### config.mk
export PLATFORM = sky130hd
export DESIGN_NAME = pwmSupervisor
export DESIGN_NICKNAME = d
export VERILOG_FILES = /design/src/rtl/supv_pkg.sv /design/src/rtl/supvPersist.sv /design/src/rtl/supvDatapath.sv /design/src/rtl/supvControl.sv /design/src/rtl/pwmSupervisor.sv
export SDC_FILE = /design/constraint.sdc
export NUM_CORES = 1
export LEC_CHECK = 0
export ABC_AREA = 1
export BUFFER_PORTS_ARGS = -buffer_cell sky130_fd_sc_hd__buf_4
export CAP_MARGIN = 40
export CORE_MARGIN = 2
export CORE_UTILIZATION = 32
export CTS_CLUSTER_DIAMETER = 40
export DETAILED_ROUTE_END_ITERATION = 10
export GPL_TIMING_DRIVEN = 0
export MAX_ROUTING_LAYER = met4
export PLACE_DENSITY_LB_ADDON = 0.05
export SLEW_MARGIN = 40
export SYNTH_ARGS = -nofsm -noshare
export SYNTH_HDL_FRONTEND = slang
export SYNTH_HIERARCHICAL = 1
export SYNTH_SLANG_ARGS = --single-unit
### constraint.sdc
create_clock -name clk -period 4.91 [get_ports clk]
set_input_delay 0.982 -clock clk [delete_from_list [all_inputs] [get_ports clk]]
set_output_delay 0.982 -clock clk [all_outputs]
set_load 0.1 [all_outputs]
### src/rtl/supv_pkg.sv
package supv_pkg;

  typedef enum logic [2:0] {
    ST_STOP  = 3'd0,
    ST_SOFT  = 3'd1,
    ST_RUN   = 3'd2,
    ST_SKIP  = 3'd3,
    ST_LATCH = 3'd4,
    ST_WAIT  = 3'd5
  } supvState_t;

  // strobes from the control FSM to the timer datapath
  typedef struct packed {
    logic hiEn;
    logic loEn;
    logic faultEn;
    logic recovEn;
    logic rampLoad;
    logic rampRun;
    logic rampClear;
  } supvCtrl_t;

  // events from the timer datapath back to the control FSM
  typedef struct packed {
    logic hiTrip;
    logic loTrip;
    logic faultDone;
    logic brownOut;
    logic recovDone;
    logic rampDone;
  } supvEvt_t;

endpackage

### src/rtl/supvPersist.sv
// Persistence filter: trip asserts once sig has been high, with en, for N
// consecutive sampled cycles, and stays high while both remain high.
module supvPersist #(
  parameter int unsigned N = 4
) (
  input  logic clk,
  input  logic rstN,
  input  logic en,
  input  logic sig,
  output logic trip
);
  localparam int unsigned W = (N < 2) ? 1 : $clog2(N);
  localparam logic [W-1:0] LAST = W'(N - 1);

  logic [W-1:0] cnt;

  always_ff @(posedge clk or negedge rstN) begin
    if (!rstN)             cnt <= '0;
    else if (!(en && sig)) cnt <= '0;
    else if (cnt != LAST)  cnt <= cnt + 1'b1;
  end

  assign trip = en && sig && (cnt == LAST);
endmodule

### src/rtl/supvDatapath.sv
module supvDatapath
  import supv_pkg::*;
#(
  parameter int unsigned FAULT_CYC  = 20,
  parameter int unsigned RECOV_CYC  = 30,
  parameter int unsigned LINE_CYC   = 12,
  parameter int unsigned HI_CYC     = 5,
  parameter int unsigned LO_CYC     = 9,
  parameter int unsigned STEP_CYC   = 4,
  parameter int unsigned RAMP_STEPS = 15,
  parameter int unsigned STEP_W     = 4
) (
  input  logic              clk,
  input  logic              rstN,
  input  supvCtrl_t         ctrl,
  input  logic              lineLow,
  input  logic              latchHigh,
  input  logic              latchLow,
  input  logic              overload,
  output supvEvt_t          evt,
  output logic [STEP_W-1:0] rampStep
);
  localparam int unsigned NFILT  = 5;
  localparam int unsigned TICK_W = (STEP_CYC < 2) ? 1 : $clog2(STEP_CYC);
  localparam logic [TICK_W-1:0] TICK_LAST = TICK_W'(STEP_CYC - 1);
  localparam logic [STEP_W-1:0] STEP_LAST = STEP_W'(RAMP_STEPS);

  function automatic int unsigned filtLimit(input int idx);
    case (idx)
      0:       return HI_CYC;
      1:       return LO_CYC;
      2:       return FAULT_CYC;
      3:       return LINE_CYC;
      default: return RECOV_CYC;
    endcase
  endfunction

  logic [NFILT-1:0] fEn, fSig, fTrip;

  // index: 0 latch-high, 1 latch-low, 2 overload, 3 line, 4 recovery pause
  assign fEn  = {ctrl.recovEn, 1'b1,    ctrl.faultEn, ctrl.loEn, ctrl.hiEn};
  assign fSig = {1'b1,         lineLow, overload,     latchLow,  latchHigh};

  for (genvar g = 0; g < NFILT; g++) begin : gFilt
    supvPersist #(.N(filtLimit(g))) uFilt (
      .clk  (clk),
      .rstN (rstN),
      .en   (fEn[g]),
      .sig  (fSig[g]),
      .trip (fTrip[g])
    );
  end

  // soft-start ramp: step index held for STEP_CYC cycles each
  logic [TICK_W-1:0] tick;
  logic [STEP_W-1:0] step;

  always_ff @(posedge clk or negedge rstN) begin
    if (!rstN) begin
      tick <= '0;
      step <= '0;
    end else if (ctrl.rampClear) begin
      tick <= '0;
      step <= '0;
    end else if (ctrl.rampLoad) begin
      tick <= '0;
      step <= STEP_W'(1);
    end else if (ctrl.rampRun) begin
      if (tick == TICK_LAST) begin
        tick <= '0;
        if (step != STEP_LAST) step <= step + 1'b1;
      end else begin
        tick <= tick + 1'b1;
      end
    end
  end

  assign rampStep = step;

  always_comb begin
    evt.hiTrip    = fTrip[0];
    evt.loTrip    = fTrip[1];
    evt.faultDone = fTrip[2];
    evt.brownOut  = fTrip[3];
    evt.recovDone = fTrip[4];
    evt.rampDone  = ctrl.rampRun && (step == STEP_LAST) && (tick == TICK_LAST);
  end
endmodule

### src/rtl/supvControl.sv
module supvControl
  import supv_pkg::*;
#(
  parameter bit AUTO_RECOVER = 1'b0
) (
  input  logic       clk,
  input  logic       rstN,
  input  logic       startReq,
  input  logic       thermalShut,
  input  logic       vccOff,
  input  logic       vccOvp,
  input  logic       vccReset,
  input  logic       csStop,
  input  logic       skipIn,
  input  logic       skipOut,
  input  supvEvt_t   evt,
  output supvCtrl_t  ctrl,
  output supvState_t state,
  output logic       drvEnable,
  output logic       ssActive
);
  localparam supvState_t TRIP_STATE = AUTO_RECOVER ? ST_WAIT : ST_LATCH;

  supvState_t nextState;
  logic isActive, nextActive, latchEvt, faultEvt;

  assign isActive = (state == ST_SOFT) || (state == ST_RUN) || (state == ST_SKIP);
  assign latchEvt = vccOvp || evt.hiTrip || evt.loTrip;
  assign faultEvt = csStop || evt.faultDone;

  always_comb begin
    nextState = state;
    if (evt.brownOut || vccReset) begin
      nextState = ST_STOP;
    end else if (state == ST_LATCH) begin
      nextState = ST_LATCH;
    end else if (thermalShut) begin
      nextState = ST_STOP;
    end else begin
      case (state)
        ST_STOP: if (startReq) nextState = ST_SOFT;
        ST_WAIT: begin
          if (latchEvt)           nextState = ST_LATCH;
          else if (evt.recovDone) nextState = ST_STOP;
        end
        ST_SOFT, ST_RUN, ST_SKIP: begin
          if (latchEvt)      nextState = ST_LATCH;
          else if (faultEvt) nextState = TRIP_STATE;
          else if (vccOff)   nextState = ST_STOP;
          else if (state == ST_SOFT && evt.rampDone) nextState = ST_RUN;
          else if (state == ST_RUN  && skipIn)       nextState = ST_SKIP;
          else if (state == ST_SKIP && skipOut)      nextState = ST_RUN;
        end
        default: nextState = ST_STOP;
      endcase
    end
  end

  always_ff @(posedge clk or negedge rstN) begin
    if (!rstN) state <= ST_STOP;
    else       state <= nextState;
  end

  assign nextActive = (nextState == ST_SOFT) || (nextState == ST_RUN) || (nextState == ST_SKIP);

  always_comb begin
    ctrl.hiEn      = isActive || (state == ST_WAIT);
    ctrl.loEn      = (state == ST_RUN) || (state == ST_SKIP) || (state == ST_WAIT);
    ctrl.faultEn   = (state == ST_SOFT) || (state == ST_RUN);
    ctrl.recovEn   = (state == ST_WAIT);
    ctrl.rampRun   = (state == ST_SOFT);
    ctrl.rampLoad  = (nextState == ST_SOFT) && (state != ST_SOFT);
    ctrl.rampClear = !nextActive;
  end

  assign drvEnable = (state == ST_SOFT) || (state == ST_RUN);
  assign ssActive  = (state == ST_SOFT);
endmodule

### src/rtl/pwmSupervisor.sv
module pwmSupervisor
  import supv_pkg::*;
#(
  parameter int unsigned FAULT_CYC    = 6_400_000,
  parameter int unsigned RECOV_CYC    = 50_000_000,
  parameter int unsigned LINE_CYC     = 3_400_000,
  parameter int unsigned HI_CYC       = 2_500,
  parameter int unsigned LO_CYC       = 17_500,
  parameter int unsigned STEP_CYC     = 13_333,
  parameter int unsigned RAMP_STEPS   = 15,
  parameter bit          AUTO_RECOVER = 1'b0
) (
  input  logic clk,
  input  logic rstN,
  input  logic startReq,
  input  logic lineLow,
  input  logic thermalShut,
  input  logic vccOff,
  input  logic vccOvp,
  input  logic vccReset,
  input  logic setpointAtClamp,
  input  logic dutyLimitHit,
  input  logic csStop,
  input  logic skipIn,
  input  logic skipOut,
  input  logic latchHigh,
  input  logic latchLow,
  output logic drvEnable,
  output logic ssActive,
  output logic [$clog2(RAMP_STEPS+1)-1:0] ssStep,
  output logic [2:0] status
);
  localparam int unsigned STEP_W = $clog2(RAMP_STEPS + 1);

  supvCtrl_t  ctrl;
  supvEvt_t   evt;
  supvState_t state;

  supvControl #(.AUTO_RECOVER(AUTO_RECOVER)) uCtrl (
    .clk         (clk),
    .rstN        (rstN),
    .startReq    (startReq),
    .thermalShut (thermalShut),
    .vccOff      (vccOff),
    .vccOvp      (vccOvp),
    .vccReset    (vccReset),
    .csStop      (csStop),
    .skipIn      (skipIn),
    .skipOut     (skipOut),
    .evt         (evt),
    .ctrl        (ctrl),
    .state       (state),
    .drvEnable   (drvEnable),
    .ssActive    (ssActive)
  );

  supvDatapath #(
    .FAULT_CYC  (FAULT_CYC),
    .RECOV_CYC  (RECOV_CYC),
    .LINE_CYC   (LINE_CYC),
    .HI_CYC     (HI_CYC),
    .LO_CYC     (LO_CYC),
    .STEP_CYC   (STEP_CYC),
    .RAMP_STEPS (RAMP_STEPS),
    .STEP_W     (STEP_W)
  ) uData (
    .clk       (clk),
    .rstN      (rstN),
    .ctrl      (ctrl),
    .lineLow   (lineLow),
    .latchHigh (latchHigh),
    .latchLow  (latchLow),
    .overload  (setpointAtClamp | dutyLimitHit),
    .evt       (evt),
    .rampStep  (ssStep)
  );

  assign status = state;
endmodule

==> flow_summary_export.csv, run 1 <==
group,metric,value,unit
outcome,status,"finished, final reports clean",
place,place_hpwl,15500,um
sta,tns,0,ns
power,peakVddDrop,0.000195,V
synth,syn_area_per_cell,6.70,um^2
critical_path,r2r_end,"uData/tick[10]",
floorplan,dieWidth,159,um
synth,netlist_area,7690,um^2
sta,rsz0062_at_grt,"false",
min_path,hold_class,"in -> async",
layout,antennaDiodeCount,0,
synth,synth_cells,1147,
cts,htreeDepth,4,
cts,cts_buffers,17,
sta,min_period_over_period,80.8,%
cts,post_cts_buffers,0,
routing,ant_nets,0,
layout,syn_to_final_growth,17.0,%
synth,synth_cell_type_count,40,
synth,synth_edf_count,0,
critical_path,path_max_fanout,10,
floorplan,rows,56,
power,p_leak,0.00377,uW
global_route,grt_use_total,17.3,%
sta,worstMarginPinSlew,0.535,ns
cts,cts_tree,"done",
global_route,grt_overflow,0,
routing,drt_iter0_markers,436,
floorplan,ios,24,
power,cellPowerDensity,281,nW/um^2
critical_path,cpLargestDelayFamily,"simple AND/OR/NAND/NOR gates",
sta,maxSlewHeadroom,64.2,%
cts,clk_latency,0.41,ns
sta,slew_violations,0,
global_route,grt_max_degree,48,
cts,clk_path_buf_depth,2,
run,maxCapViolCount,0,
critical_path,required,5.26,ns
cts,cts_resized,0,
routing,vias,6927,
critical_path,crit_path_frequent_cell,"nand2_1",
critical_path,r2r_cells,26,
routing,detail_route.wl_per_cell,13.2,um
floorplan,die_area,25300,um^2
floorplan,start_util,32.7,%
routing,avgViaCountPerCell,4.55,
sta,whs,0.407,ns
critical_path,arrival,4.31,ns
routing,totalWireLength,20100,um
floorplan,core_area,23500,um^2
sta,setup_viol,0,
routing,drc,0,
synth,async_reset_ff_share,100,%
place,portBuffers,23,
layout,finalNetCount,1217,
critical_path,rrSetupSlack,0.94,ns
sta,skew,0.0109,ns
synth,yosysSeqAreaShare,38.7,%
cts,clk_pin_slew_worst_paths,0.06,ns
floorplan,die_h,159,um
cts,root_buffer,"clkbuf_16",
sta,fmax,0.252,GHz
synth,synth-seq-cells,119,
layout,layout-drive-gt1-share,12.9,%
global_route,grt_pass1_wl,34600,um
synth,yosys_warnings,6,
critical_path,cp_slowest_cell,"nor2_1",
critical_path,r2r-start,"uCtrl/state[1]",
cts,postCtsHoldBufs,0,
cts,cts.sinks,119,
critical_path,cp_num_buf_inv,4,
place,gp_congestion,0.795,
global_route,antenna_found_initial,0,
sta,hold_viol_final,0,
routing,dr.pass1.iters,5,
global_route,grt_pass1_vias,6911,
critical_path,crit_path_max_incr_delay,0.44,ns
sta,fin_crit,3.97,ns
critical_path,endpoint_kind,"register",
synth,ys.flop_type,"dfrtp_1",
critical_path,path_class,"reg -> reg",
critical_path,critPathLaunchType,"register",
registers in the layout, indices dropped and copies added (netlist names):
name / cells
uData/gFilt.uFilt/cnt: 98
uData/tick: 14
uData/rampStep: 4
uCtrl/state: 3
per-stage QoR:
stage	setup WS (ns)	cells	cell area, um^2	util, %	total power (uW)
6_report	0.944	1524	8990	38.2	2520
2_1_floorplan	0.201	1148	7700	-	1060
4_1_cts	0.775	1524	8990	38.2	2570
3_5_place_dp	0.679	1492	8330	35.4	1120
5_1_grt	0.318	1524	8990	38.2	2620
3_3_place_gp	0.696	1490	8270	35.1	1110
worst max path at each step:
stage	start	to	slack (ns)	cells after the start
final	uCtrl/state[1]	uData/tick[10]	0.94	26
after global routing	uCtrl/state[1]	uData/tick[10]	0.32	26
after CTS	uCtrl/state[1]	uData/tick[5]	0.77	24
after detailed placement	setpointAtClamp	uData/tick[10]	0.68	23
after global placement	setpointAtClamp	uData/tick[12]	0.70	21
after floorplan	uCtrl/state[0]	uData/tick[13]	0.20	25
layout by cell type (no fill, tap or decap), types with 15 or more instances in the layout:
cell,Yosys,routed
buf_4,2,24
a21oi_1,31,31
nand2_1,360,360
clkbuf_16,0,17
nor3_1,15,15
nor2_2,22,22
nand3_1,105,105
nand4_1,28,28
inv_1,98,98
dfrtp_1,119,119
nor2_1,224,224
synthesized netlist by cell type (all sizes together), types with 2 or more instances:
library cell	count	area, um^2
clkinv	3	11.3
dfrtp	119	2980
a21oi	32	164
nor2	260	1140
clkbuf	3	11.3
nand4	29	188
or2	16	100
o21ai	18	90.1
nor4	2	12.5
o21bai	2	15.0
nand3	114	623
nor3	17	95.1
xor2	12	105
inv	111	417
xnor2	4	35.0
ha	10	125
and2	5	33.8
nand2	375	1460
nand3b	2	15.0
buf	8	43.8
logic make-up after synthesis:
family | share of synthesized area (%)
AOI/OAI and AO/OA | 3.84
xor gates and xnor gates | 1.82
adders and majority gates | 1.63
buffers and inverters | 6.28
DFF | 38.7
other | 0.0488
and+or+nand+nor | 47.7
worst register-to-register path, delay by kind of cell, from the launching register on:
family / cells / cell delay [ns]
compound gates: 1 / 0.07
buf+inv: 4 / 0.77
flops: 1 / 0.41
simple gates: 21 / 2.62
power breakdown:
| part | leakage, uW | switching [uW] | internal [uW] | total [uW] |
|---|---|---|---|---|
| Clock | 0.000310 | 474 | 953 | 1430 |
| Sequential | 0.00166 | 5.93 | 987 | 993 |
| Combinational | 0.00179 | 76.6 | 28.9 | 105 |
metal layers:
layer / track usage [%] / share of wire, % / vias to the layer above
li1: - / - / 3714
met1: 22.8 / 51 / 3148
met2: 27.8 / 46 / 54
met3: 2.81 / 1.9 / 11
met4: 4.50 / 1.1 / 0
met5: - / 0 / -
area by class of cell:
cell class	instances	area, um^2
fill	2568	14500
multi-input combinational	904	4240
sequential	119	2980
clock buffer	20	437
inverter	114	428
tap	319	399
timing repair buffer	25	235
clock inverter	12	225
buffer	11	55.1
Power figures use the tool's default switching activity.
==> run 2, diff against run 1 <==
Clock period 4.91 ns to 3.59 ns, I/O delays scaled along.
==> run 2 against run 1 <==
Final area up 0.35%. Clock power up 24%. Critical path type unchanged. Combinational power up 41%. Final cell count up 0.20%. Non-clock buffer count up 3. Clock skew up 0.0093 ns. Largest cell class unchanged.
==> flow_summary_export.csv, run 2 (synthesis results as in run 1) <==
group,metric,value,unit
place,pre_cts_slack,0.171,ns
routing,detail_route.wl_per_cell,12.8,um
sta,rsz0062_at_grt,"false",
global_route,grt_use_total,16.9,%
layout,finalNetCount,1220,
sta,slew_violations,0,
sta,hold_viol_final,0,
global_route,antenna_found_initial,0,
layout,most-common-layout-cells,"nand2_1 (357), nor2_1 (223), dfrtp_1 (116), nand3_1 (105), inv_1 (97)",
critical_path,cpLargestDelayFamily,"simple AND/OR/NAND/NOR gates",
layout,layout_commonest_cell,"nand2_1",
cts,cts_buffers,17,
floorplan,ios,24,
critical_path,required,3.90,ns
cts,clk_path_buf_depth,2,
sta,setup_viol,0,
floorplan,die_h,159,um
sta,fmax,0.311,GHz
layout,layout-drive-gt1-share,14.0,%
critical_path,crit_chain,"ha_1 > nand3_2 > nor2_4 > inv_1 > nor4_1 > or2_1 > a211oi_2 > a21oi_2 > nand3_1 > nor2_4 > nor2_4 > nand2_4 > nand3_4 > nor2_4 > nand3_1 > nand2_1 > nor2_1",
layout,largest_reg_flops,98,
sta,setup_ws,0.371,ns
place,place_inst,1492,
critical_path,critPathLaunchType,"register",
critical_path,path_class,"reg -> reg",
routing,drt_iter0_markers,470,
critical_path,path_max_fanout,9,
floorplan,die_area,25300,um^2
cts,clk_latency,0.43,ns
global_route,grt_overflow,0,
floorplan,start_util,32.7,%
cts,postCtsHoldBufs,0,
critical_path,cp_slowest_cell,"dfrtp_1",
routing,ant_nets,0,
outcome,status,"finished, final reports clean",
sta,worstMarginPinSlew,0.538,ns
global_route,grt_pass1_vias,6762,
layout,final_cells,1527,
critical_path,arrival,3.53,ns
critical_path,cp_num_buf_inv,1,
layout,fill_cells,2549,
power,cellPowerDensity,363,nW/um^2
routing,dr.pass1.iters,5,
critical_path,crit_path_max_incr_delay,0.45,ns
power,power,3280,uW
global_route,grt_max_degree,46,
floorplan,rows,56,
cts,cts.sinks,119,
cts,clk_pin_slew_worst_paths,0.06,ns
cts,htreeDepth,4,
layout,antennaDiodeCount,0,
power,p_leak,0.00376,uW
critical_path,rrSetupSlack,0.37,ns
cts,cts_tree,"done",
sta,min_period_over_period,89.7,%
sta,skew,0.0202,ns
power,peakVddDrop,0.000206,V
critical_path,endpoint_kind,"register",
routing,vias,6977,
floorplan,dieWidth,159,um
place,gp_congestion,0.836,
sta,tns,0,ns
layout,regMostFlops,"uData/gFilt.uFilt/cnt",
routing,totalWireLength,19600,um
floorplan,core_area,23500,um^2
place,portBuffers,23,
sta,fin_crit,3.22,ns
min_path,hold_class,"in -> async",
cts,root_buffer,"clkbuf_16",
routing,drc,0,
layout,syn_to_final_growth,17.4,%
place,place_hpwl,15000,um
sta,maxSlewHeadroom,64.1,%
routing,avgViaCountPerCell,4.57,
global_route,grt_pass1_wl,33900,um
critical_path,crit_path_frequent_cell,"nor2_4",
run,maxCapViolCount,0,
[run 2: cell types whose count changed in the layout (fill, tap and decap cells not counted), moves of 3 or more]
cell / previous run / this run
bufinv_16: 6 / 3
clkbuf_1: 6 / 3
dfrtp_1: 119 / 116
nand2_1: 360 / 357
[run 2: final cells by class]
class	instances	area (um^2)	area share, %
inverter	114	430	4.77
clock inverter	14	176	1.95
buffer	11	68.8	0.763
multi-input combinational	904	4280	47.4
clock buffer	18	429	4.76
tap	319	399	4.42
sequential	119	2990	33.1
timing repair buffer	28	258	2.86
[run 2: worst paths after layout]
path                                         startpoint                      endpoint  cells after the start
setup / recovery            uData/gFilt[3].uFilt/cnt[0]                uData/tick[13]                     17
hold / removal                                     rstN   uData/gFilt[2].uFilt/cnt[4]                      1
setup reg to reg            uData/gFilt[3].uFilt/cnt[0]                uData/tick[13]                     17
hold reg to reg            uData/gFilt[3].uFilt/cnt[11]  uData/gFilt[3].uFilt/cnt[11]                      1
max in group asynchronous                          rstN                uData/tick[13]                      3
min in group clk           uData/gFilt[3].uFilt/cnt[11]  uData/gFilt[3].uFilt/cnt[11]                      1
[run 2: layer usage]
layer,vias to the layer above,part of all wire (%),GRT usage (%)
li1,3716,-,-
met1,3165,51,22.0
met2,78,46,26.8
met3,18,2.0,3.07
met4,0,1.4,5.21
met5,-,0,-
[run 2: metrics by stage]
stage | cell area [um^2] | hold slack (ns) | utilization, %
5_1_grt | 9020 | 0.152 | 38.3
3_5_place_dp | 8390 | 0.507 | 35.6
6_report | 9020 | 0.152 | 38.3
4_1_cts | 8990 | 0.144 | 38.2
2_1_floorplan | 7750 | 0.422 | -
3_3_place_gp | 8330 | 0.506 | 35.4
[run 2: power by group]
part,switching [uW],internal [uW]
clock network,673,1100
registers,8.65,1350
logic,104,43.6
[run 2: what timing repair did]
item | in CTS | in global routing
setup endpoints to repair | 0 | 9
gates resized for setup | 0 | 2
setup buffers | 0 | 3
==> run 3, diff against run 2 <==
Settings changed: ABC_AREA 1 to not set.
==> run 3 against run 2 <==
Final area is 5.8% lower. Critical path depth down 1. First-iteration DRC count down 37%. Combinational power is essentially flat. Critical endpoint is now uData/tick[3]. Largest power group unchanged.
==> flow_summary_export.csv, run 3 <==
group,metric,value,unit
critical_path,path_max_fanout,9,
global_route,use_met3,2.61,%
place,place_hpwl,12100,um
routing,totalWireLength,17100,um
sta,fin_crit,3.48,ns
global_route,grt_pass1_vias,5698,
place,dpl-instance-area,7650,um^2
global_route,grt.met1_usage,21.7,%
synth,synth_edf_count,0,
critical_path,cp_slowest_cell,"or4_4",
layout,antennaDiodeCount,0,
place,place_inst,1039,
layout,finalNetCount,825,
global_route,grt_max_degree,46,
floorplan,ios,24,
layout,fin_area,8500,um^2
critical_path,crit_path_frequent_cell,"nor2_4",
layout,most-common-layout-cells,"dfrtp_1 (116), nand2_1 (58), a21oi_1 (58), nor2_1 (54), buf_4 (48)",
routing,avgViaCountPerCell,5.33,
synth,synth_top_area_share,43.5,%
floorplan,die_h,150,um
floorplan,die_area,22600,um^2
synth,ys.flop_type,"dfrtp_1",
layout,fill_cells,2074,
critical_path,cpLargestDelayFamily,"simple AND/OR/NAND/NOR gates",
critical_path,crit_chain,"nand2b_4 > nor2_4 > buf_6 > nand3_2 > or4_4 > nor2_4 > o21bai_1 > a221oi_2 > o21a_4 > nor4b_4 > buf_4 > or2_4 > clkbuf_8 > o2111ai_2 > xor2_1 > nor2_1",
sta,worstMarginPinSlew,0.770,ns
place,gp_congestion,0.810,
cts,cts.sinks,119,
routing,detail_route.wl_per_cell,15.7,um
layout,regMostFlops,"uData/gFilt.uFilt/cnt",
layout,largest_reg_flops,98,
cts,cts_buffers,17,
critical_path,required,3.89,ns
global_route,grt_use_total,16.3,%
floorplan,rows,53,
global_route,use_met2,25.3,%
global_route,grt_overflow,0,
floorplan,core_area,21000,um^2
synth,syn_area_per_cell,9.31,um^2
synth,netlist_area,6850,um^2
sta,skew,0.00740,ns
sta,hold_viol_final,0,
routing,drc,0,
outcome,status,"finished, final reports clean",
sta,min_period_over_period,96.9,%
place,portBuffers,23,
critical_path,cp_num_buf_inv,3,
routing,ant_nets,0,
sta,setup_viol,0,
cts,root_buffer,"clkbuf_16",
global_route,antenna_found_initial,0,
power,cellPowerDensity,382,nW/um^2
run,maxCapViolCount,0,
sta,slew_violations,0,
floorplan,dieWidth,150,um
synth,yosys_warnings,6,
sta,whs,0.173,ns
critical_path,endpoint_kind,"register",
critical_path,crit_path_max_incr_delay,0.55,ns
synth,async_reset_ff_share,100,%
synth,synthTopCellsByArea,"dfrtp_1 (43%), a21oi_1 (4.5%), nand2_1 (3.6%)",
layout,layout-drive-gt1-share,19.6,%
routing,vias,5803,
synth,synth-seq-cells,119,
power,peakVddDrop,0.000299,V
synth,yosys-top-cells-count,"dfrtp_1 (119), nand2_1 (66), a21oi_1 (61), nor2_1 (57), nand3_1 (44)",
global_route,busiest_layer,"met2",
cts,cts_tree,"done",
routing,dr.pass1.iters,4,
layout,layout_commonest_cell,"dfrtp_1",
synth,synth_cells,736,
sta,rsz0062_at_grt,"true",
cts,clk_latency,0.41,ns
floorplan,start_util,32.6,%
global_route,grt_pass1_wl,28600,um
sta,fmax,0.287,GHz
sta,tns,0,ns
layout,final_util,40.4,%
layout,final_cells,1088,
critical_path,arrival,3.78,ns
synth,yosysSeqAreaShare,43.5,%
critical_path,critPathLaunchType,"register",
power,p_leak,0.00340,uW
routing,drt_iter0_markers,297,
min_path,hold_class,"in -> async",
synth,yosys.cell_count.top_type,"dfrtp_1",
layout,syn_to_final_growth,24.1,%
critical_path,path_class,"reg -> reg",
cts,clk_pin_slew_worst_paths,0.05,ns
synth,yosysTopAreaCell,"dfrtp_1",
cts,htreeDepth,4,
sta,maxSlewHeadroom,48.2,%
cts,clk_path_buf_depth,2,
synth,synth_cell_type_count,75,
==> run 3: cell count changes after synthesis, sizes merged, moves of 15 or more <==
| cell | before | now |
|---|---|---|
| inv | 111 | 16 |
| and4 | 0 | 16 |
| nand3 | 114 | 47 |
| or4 | 0 | 26 |
| o21ai | 18 | 39 |
| or3 | 0 | 19 |
| a21oi | 32 | 62 |
| o31ai | 0 | 17 |
| nor2 | 260 | 57 |
| xor2 | 12 | 27 |
| nand2 | 375 | 67 |
==> run 3: cells by family (layout without fill, tap and decap cells) <==
logic type | count (synthesis) | in the layout | share of synthesized area (%)
flops | 119 | 119 | 43.5
mux | 8 | 8 | 1.17
simple gates | 353 | 353 | 30.4
buf+inv | 50 | 124 | 3.73
fa+ha+maj | 10 | 10 | 1.83
xor+xnor | 41 | 41 | 5.24
compound gates | 154 | 154 | 14.1
other cells | 1 | 4 | 0.0548
==> run 3: worst paths after layout <==
| check | from | end | slack [ns] | depth (start not counted) |
|---|---|---|---|---|
| setup / recovery | uCtrl/state[1] | uData/tick[3] | 0.11 | 16 |
| hold / removal | rstN | uData/gFilt[4].uFilt/cnt[17] | 0.17 | 1 |
| setup reg to reg | uCtrl/state[1] | uData/tick[3] | 0.11 | 16 |
| hold reg to reg | uData/gFilt[0].uFilt/cnt[11] | uData/gFilt[0].uFilt/cnt[11] | 0.54 | 2 |
| max in group asynchronous | rstN | uCtrl/state[1] | 2.87 | 2 |
| min in group clk | uData/gFilt[0].uFilt/cnt[11] | uData/gFilt[0].uFilt/cnt[11] | 0.54 | 2 |
==> run 3: layer usage <==
layer  part of all wire [%]  routed length, um
met1                     49               8380
met2                     47               7960
met3                    3.1                531
met4                    1.4                244
met5                      0                  0
==> run 3: final cells by class <==
type	count	area, um^2	share of cell area [%]
timing repair buffer	48	408	4.80
buffer	28	260	3.06
tap	275	344	4.05
clock inverter	9	123	1.44
clock buffer	23	478	5.62
multi-input combinational	570	3840	45.2
inverter	16	60.1	0.706
sequential	119	2990	35.2
==> run 3: through the flow <==
stage                     setup WS (ns)  total power, uW
after floorplan                  -0.319             1440
after global placement           -0.655             1500
after detailed placement         -0.707             1510
after CTS                      -0.00210             3300
after global routing            -0.0208             3380
final                             0.110             3250
==> run 3: what timing repair did <==
item                       in CTS  in global routing
hold buffers                    0                  0
gates resized for setup        19                 11
setup buffers                  11                 12
hold endpoints to repair        0                  0
setup endpoints to repair      18                 11
cloned                          0                  0
pin swaps                      10                 14
==> run 3: report_power, final <==
group / internal, uW / leakage, uW / switching (uW)
registers: 1350 / 0.00166 / 5.06
logic: 55.0 / 0.00144 / 90.6
clock network: 1140 / 0.000297 / 614
total: 2540 / 0.00340 / 709
==> run 3: worst register-to-register path, stage by stage (launching register included) <==
cell,delay [ns]
dfrtp_4,0.49
nand2b_4,0.19
nor2_4,0.15
buf_6,0.15
nand3_2,0.09
or4_4,0.55
nor2_4,0.14
o21bai_1,0.09
a221oi_2,0.32
o21a_4,0.20
nor4b_4,0.05
buf_4,0.16
or2_4,0.22
clkbuf_8,0.16
o2111ai_2,0.18
xor2_1,0.18
nor2_1,0.06
